==> src/rtl/sc_dds_pkg.sv <==
package sc_dds_pkg;
  localparam int unsigned MODE_W = 2;
  localparam logic [MODE_W-1:0] MODE_LINE_LOCK = 2'b11;

  function automatic logic is_line_lock(input logic [MODE_W-1:0] m);
    return m == MODE_LINE_LOCK;
  endfunction
endpackage

==> src/rtl/sc_dds_stage.sv <==
module sc_dds_stage #(
  parameter int unsigned INC_W = 22
) (
  input  logic             clk,
  input  logic             rst,
  input  logic             lock_en,
  input  logic             rx_valid,
  input  logic [INC_W-1:0] rx_inc,
  input  logic             rx_reset_flag,
  input  logic             line_start,
  output logic [INC_W-1:0] act_inc,
  output logic             act_valid,
  output logic             promote,
  output logic             clear_req
);
  logic [INC_W-1:0] stage_inc;
  logic             stage_rst;
  logic             pend;

  assign promote   = lock_en && line_start && pend;
  assign clear_req = promote && stage_rst;

  always_ff @(posedge clk) begin
    if (rst || !lock_en) begin
      stage_inc <= '0;
      stage_rst <= 1'b0;
      pend      <= 1'b0;
      act_valid <= 1'b0;
      act_inc   <= '0;
    end else begin
      if (promote) begin
        act_inc   <= stage_inc;
        act_valid <= 1'b1;
      end
      if (rx_valid) begin
        stage_inc <= rx_inc;
        stage_rst <= rx_reset_flag;
        pend      <= 1'b1;
      end else if (line_start) begin
        pend      <= 1'b0;
      end
    end
  end

  AST_ACT_HELD_MID_LINE: assert property (@(posedge clk) disable iff (rst)
    (lock_en && !line_start) |=> $stable(act_inc));
  AST_SAME_CYCLE_KEPT: assert property (@(posedge clk) disable iff (rst)
    (lock_en && rx_valid && line_start) |=> pend);
endmodule

==> src/rtl/sc_dds_word_sel.sv <==
module sc_dds_word_sel #(
  parameter int unsigned ACC_W = 32,
  parameter int unsigned INC_W = 22
) (
  input  logic [ACC_W-1:0] prog_word,
  input  logic [INC_W-1:0] act_inc,
  input  logic             use_lock,
  output logic [ACC_W-1:0] step_word
);
  localparam int unsigned LOW_W = ACC_W - INC_W;

  function automatic logic [ACC_W-1:0] join_word(
    input logic [INC_W-1:0] inc, input logic [ACC_W-1:0] prog);
    return {inc, prog[LOW_W-1:0]};
  endfunction

  always_comb begin
    step_word = use_lock ? join_word(act_inc, prog_word) : prog_word;
  end
endmodule

==> src/rtl/sc_dds_accum.sv <==
module sc_dds_accum #(
  parameter int unsigned ACC_W = 32
) (
  input  logic             clk,
  input  logic             rst,
  input  logic             clear,
  input  logic [ACC_W-1:0] step,
  output logic [ACC_W-1:0] phase
);
  function automatic logic [ACC_W-1:0] next_phase(
    input logic [ACC_W-1:0] cur, input logic [ACC_W-1:0] inc);
    return cur + inc;
  endfunction

  always_ff @(posedge clk) begin
    if (rst || clear) phase <= '0;
    else              phase <= next_phase(phase, step);
  end

  AST_CLEAR_TO_ZERO: assert property (@(posedge clk) disable iff (rst)
    clear |=> (phase == '0));
  AST_STEP_WRAPS: assert property (@(posedge clk) disable iff (rst)
    (!clear && !$past(rst)) |=> (phase == ACC_W'($past(phase) + $past(step))));
endmodule

==> src/rtl/sc_lock_dds.sv <==
module sc_lock_dds #(
  parameter int unsigned ACC_W = 32,
  parameter int unsigned INC_W = 22
) (
  input  logic                               clk,
  input  logic                               rst,
  input  logic [ACC_W-1:0]                   prog_word,
  input  logic [sc_dds_pkg::MODE_W-1:0]      mode_sel,
  input  logic [INC_W-1:0]                   rx_inc,
  input  logic                               rx_valid,
  input  logic                               rx_reset_flag,
  input  logic                               line_start,
  output logic [ACC_W-1:0]                   phase_out
);
  import sc_dds_pkg::*;
  localparam int unsigned LOW_W = ACC_W - INC_W;

  logic             lock_en;
  logic [INC_W-1:0] act_inc;
  logic             act_valid;
  logic             promote;
  logic             clear_req;
  logic             use_lock;
  logic [ACC_W-1:0] step_word;

  assign lock_en  = is_line_lock(mode_sel);
  assign use_lock = lock_en && act_valid;

  sc_dds_stage #(.INC_W(INC_W)) u_stage (
    .clk(clk), .rst(rst), .lock_en(lock_en), .rx_valid(rx_valid),
    .rx_inc(rx_inc), .rx_reset_flag(rx_reset_flag), .line_start(line_start),
    .act_inc(act_inc), .act_valid(act_valid), .promote(promote),
    .clear_req(clear_req)
  );

  sc_dds_word_sel #(.ACC_W(ACC_W), .INC_W(INC_W)) u_sel (
    .prog_word(prog_word), .act_inc(act_inc), .use_lock(use_lock),
    .step_word(step_word)
  );

  sc_dds_accum #(.ACC_W(ACC_W)) u_acc (
    .clk(clk), .rst(rst), .clear(clear_req), .step(step_word),
    .phase(phase_out)
  );

  AST_FREE_USES_PROG: assert property (@(posedge clk) disable iff (rst)
    !lock_en |-> (step_word == prog_word));
  AST_LOCK_LOW_BITS: assert property (@(posedge clk) disable iff (rst)
    lock_en |-> (step_word[LOW_W-1:0] == prog_word[LOW_W-1:0]));
  AST_NO_LOCK_BEFORE_PROMOTE: assert property (@(posedge clk) disable iff (rst)
    (!lock_en) |=> !act_valid);
  AST_CLEAR_ONLY_ON_LINE: assert property (@(posedge clk) disable iff (rst)
    clear_req |-> (line_start && lock_en));
endmodule

==> config.mk <==
export PLATFORM = sky130hd
export DESIGN_NAME = sc_lock_dds
export DESIGN_NICKNAME = d
export VERILOG_FILES = /design/src/rtl/sc_dds_pkg.sv /design/src/rtl/sc_dds_stage.sv /design/src/rtl/sc_dds_word_sel.sv /design/src/rtl/sc_dds_accum.sv /design/src/rtl/sc_lock_dds.sv
export SDC_FILE = /design/constraint.sdc
export NUM_CORES = 1
export LEC_CHECK = 0
export BUFFER_PORTS_ARGS = -buffer_cell sky130_fd_sc_hd__buf_4
export CAP_MARGIN = 15
export CORE_UTILIZATION = 25
export CTS_CLUSTER_DIAMETER = 80
export DETAILED_ROUTE_END_ITERATION = 6
export PLACE_DENSITY_LB_ADDON = 0.2
export SLEW_MARGIN = 20
export SYNTH_ARGS = -nofsm -noshare
export SYNTH_HDL_FRONTEND = slang
export SYNTH_HIERARCHICAL = 1
export SYNTH_SLANG_ARGS = --single-unit
==> constraint.sdc <==
create_clock -name clk -period 6.38 [get_ports clk]
set_clock_uncertainty 0.1 [all_clocks]
set_input_delay 0.957 -clock clk [delete_from_list [all_inputs] [get_ports clk]]
set_output_delay 0.957 -clock clk [all_outputs]
set_load 0.01 [all_outputs]
# After elaboration in Yosys (flattened, before gate mapping)
# Cells that the tools add are included.
# totals
input_bits	61
word_cells	19
regBits	79
# op_classes
n_eq_ne	1
mux	3
n_addsub	1
reduce_logical	8
# op_table
cell	count
$add 32x32->32	1
$mux 32	1
$logic_and 1x1->1	4
$eq 2x2->1 const B	1
$logic_or 1x1->1	2
$mux 1	2
$reduce_bool 2->1	1
$logic_not 1->1	1

# Logic depth before layout (Yosys ltp)
# depth
ltp_word	5
ltp_mapped	12
mapped_depth_nobuf	10

# Modules after synthesis
# Netlist, hierarchy kept.
# modules_own_cells
mod	area_per_inst_um2	cells_per_inst	n_inst
sc_dds_accum	2548.7	319	1
sc_dds_stage	2080.7	185	1
sc_dds_word_sel	345.3	34	1
sc_lock_dds	12.5	2	1

# Worst setup path before layout
# Ideal clock, no wire load.
# synth_path
path_kind	in2reg
from	input mode_sel[0] (netlist name)
to	register u_acc.phase[26]
arrival_time_ps	3343
path_stages	11
required_ps	6159
slack_ps	2816
path_cell_list	and3_1 buf_6 mux2_2 ha_1 clkbuf_1 and4_1 a221oi_2 a211oi_2 o31ai_1 o21bai_1 mux2i_1
# synth_rtl
element	line	text
from (decl)	sc_lock_dds.sv:8	input logic [sc_dds_pkg::MODE_W-1:0] mode_sel,
$eq 2x2->1	sc_dds_pkg.sv:6	return m == MODE_LINE_LOCK;
$logic_and 1x1->1	sc_lock_dds.sv:27	assign use_lock = lock_en && act_valid;
$mux 32	sc_dds_word_sel.sv:18	step_word = use_lock ? join_word(act_inc, prog_word) : prog_word;
named net step_word[11]	sc_lock_dds.sv:24	logic [ACC_W-1:0] step_word;
$add 32x32->32	sc_dds_accum.sv:12	return cur + inc;
to (signal assigned)	sc_dds_accum.sv:17	else phase <= next_phase(phase, step);
to (decl)	sc_dds_accum.sv:8	output logic [ACC_W-1:0] phase
# The timed path passes the listed nets, and every way through them passes these cells.
# A chain may end at the register's enable or synchronous reset.

# Final worst setup path
# layout_path
from	input mode_sel[0] (netlist name)
to	register u_acc.phase[27]
# layout_rtl
element	line	text
$eq 2x2->1	sc_dds_pkg.sv:6	
$logic_and 1x1->1	sc_lock_dds.sv:27	
named net use_lock	sc_lock_dds.sv:23	logic use_lock;
$mux 32	sc_dds_word_sel.sv:18	
named net step_word[10]	sc_lock_dds.sv:24	
$add 32x32->32	sc_dds_accum.sv:12	
# The timed path passes the listed nets, and every way through them passes these cells.

==> metrics.md <==
| Metric | Value |
|---|---|
| Status | `finished, final reports clean` |
| Number of global-route vias before repair | `3,858` |
| H-tree levels | `3` |
| Clock Sinks | `79` |
| Grt peak-use layer | `met2` |
| Grt met2 use | `20.6%` |
| Pwr Total | `2.32 mW` |
| Nets | `695` |
| Critical path's slowest cell | `and3_1` |
| Total of warnings raised by yosys | `6` |
| FMAX | `245 MHz` |
| Cts hold-fix bufs | `0` |
| Setup crit start kind | `primary input` |
| Core Util, Final | `30.9%` |
| PD cells | `385 nW/um^2` |
| Met3 GRT Util | `3.69%` |
| Hold crit path type | `flip-flop to flip-flop` |
| Largest net degree at the start of global routing | `48` |
| Filler instances | `2,104` |
| Initial Util | `25.5%` |
| Final-report max-slew violation count | `0` |
| Setup CP Type | `primary input to flip-flop` |
| Global Route Usage Sum | `13.5%` |
| TritonCTS clock tree | `done` |
| Global-route wire length before repair | `20,900 um` |
| # setup viols final | `0` |
| Clock Path Buffers | `2` |
| LEAKAGE | `2.49 nW` |
| TritonRoute pass-1 iters | `4` |
| Clk_lat worst skew | `0.35 ns` |
| Initial DRC count | `174` |
| Syn nets | `632` |
| Global placer's final weighted congestion | `0.817` |
| Root Driver | `clkbuf_16` |
| Worst VDD drop | `0.154 mV` |
| Area Growth Syn to Fin | `21.0%` |
| Die area | `20,500 um^2` |
| Setup TNS | `0 ns` |
| Hpwl dp | `10,200 um` |
| Synthesized area | `4980 um^2` |
| Final Hold Slack | `0.371 ns` |
| Routed WL | `13,400 um` |
| Routed Antenna Nets | `0` |
| Total number of vias | `4,022` |
| Total gr overflow | `0` |
| CTS Buf Count | `9` |
| Final number of hold-violating endpoints | `0` |
| Share of cells above drive strength 1 | `29.5%` |
| Critical path fanouts, max | `22` |
| CP arrival | `4.28 ns` |
| Final WS setup | `2.30 ns` |
| Remaining DRCs | `0` |
| Commonest non-fill, non-tap cell in the layout | `buf_4` |
| Peak per-stage delay on the critical path | `0.78 ns` |
| Tcrit/Tclk final | `64.0%` |
| Post-CTS setup buffers | `0` |
| Slew @ Worst Pin | `0.960 ns` |
| RSZ-0062 raised after global routing | `false` |
| Die height | `143 um` |
| Routed WL per cell | `15.4 um` |
| Synth Instances | `539` |
| CP Data Required Time | `6.57 ns` |
| Critical Path Sink Type | `flip-flop` |
| Vias per Instance | `4.61` |
| Most frequent CP cell | `a21oi_1` |
| ANT cells | `0` |
| Dpl ws | `1.98 ns` |
| Core Box Area | `19,500 um^2` |
| Rows | `51` |
| GRT met1 Usage | `18.1%` |
| Relative slew margins | `36.0%` |
| Clock period minus final worst setup slack | `4.08 ns` |
| # port buffers | `92` |
| Most frequent cells in the layout | `buf_4 (93), dfxtp_1 (78), nor2_1 (51), a21oi_1 (38), ha_1 (31)` |
| Avg Cell Area, Syn | `9.24 um^2` |
| Initial antenna violation count | `0` |
| Die Width | `143 um` |
| Ports | `93` |
| Reg clk slew, reported paths | `0.06 ns` |
| Worst-path cell chain | `buf_4 -> and3_1 -> mux2_2 -> ha_1 -> a21oi_1 -> o21ai_1 -> o311ai_2 -> o2111a_1 -> a21oi_1 -> or3_1 -> nand3_1` |
| Max Cap Viol | `0` |
| CTS resizes | `0` |
[flip-flops by register name, summed over array words and instances, names as in the netlist]
name	count
u_acc/phase	32
u_stage/act_inc	22
u_stage/stage_inc	22
u_stage/act_valid	1
u_stage/pend	1
u_stage/stage_rst	1
[per-layer routing]
metal	vias up	wire length (um)
li1	2066	-
met1	1843	6660
met2	97	5860
met3	16	646
met4	0	231
met5	-	0
[critical path, delay by kind of cell]
family | cells | cell delay (ns)
adder cells (fa/ha/maj) | 1 | 0.38
AND/OR/NAND/NOR | 3 | 1.23
buffers and inverters | 1 | 0.08
AO/OA/AOI/OAI | 5 | 1.18
multiplexers | 1 | 0.44
[power by group]
part	switching (mW)	internal [mW]	total (mW)
logic	0.614	0.484	1.10
clock network	0.221	0.346	0.567
registers	0.0694	0.589	0.658
total	0.905	1.42	2.32
[stage by stage]
step / cell area, um^2 / std cells
2_1_floorplan: 4980 / 539
3_3_place_gp: 5700 / 856
3_5_place_dp: 5700 / 856
4_1_cts: 6020 / 872
5_1_grt: 6030 / 872
6_report: 6030 / 872
[area by class of cell]
cell class                      count  area [um^2]  share of cell area, %
Inverter                           11         41.3                  0.685
Clock buffer                       10          229                   3.80
Timing Repair Buffer               93          698                   11.6
Clock inverter                      6         93.8                   1.56
Multi-Input combinational cell    408         3050                   50.6
Sequential cell                    79         1580                   26.3
Tap cell                          265          332                   5.50
[path summary, 6_finish.rpt]
| path | cells past startpoint | to | slack, ns | from |
|---|---|---|---|---|
| setup / recovery | 11 | u_acc/phase[27] | 2.30 | mode_sel[0] |
| hold / removal | 2 | u_stage/act_valid | 0.37 | u_stage/act_valid |
| setup reg to reg | 10 | u_acc/phase[27] | 2.65 | u_stage/act_valid |
| hold reg to reg | 2 | u_stage/act_valid | 0.37 | u_stage/act_valid |
Note: power is estimated with default switching activity, not from simulation.
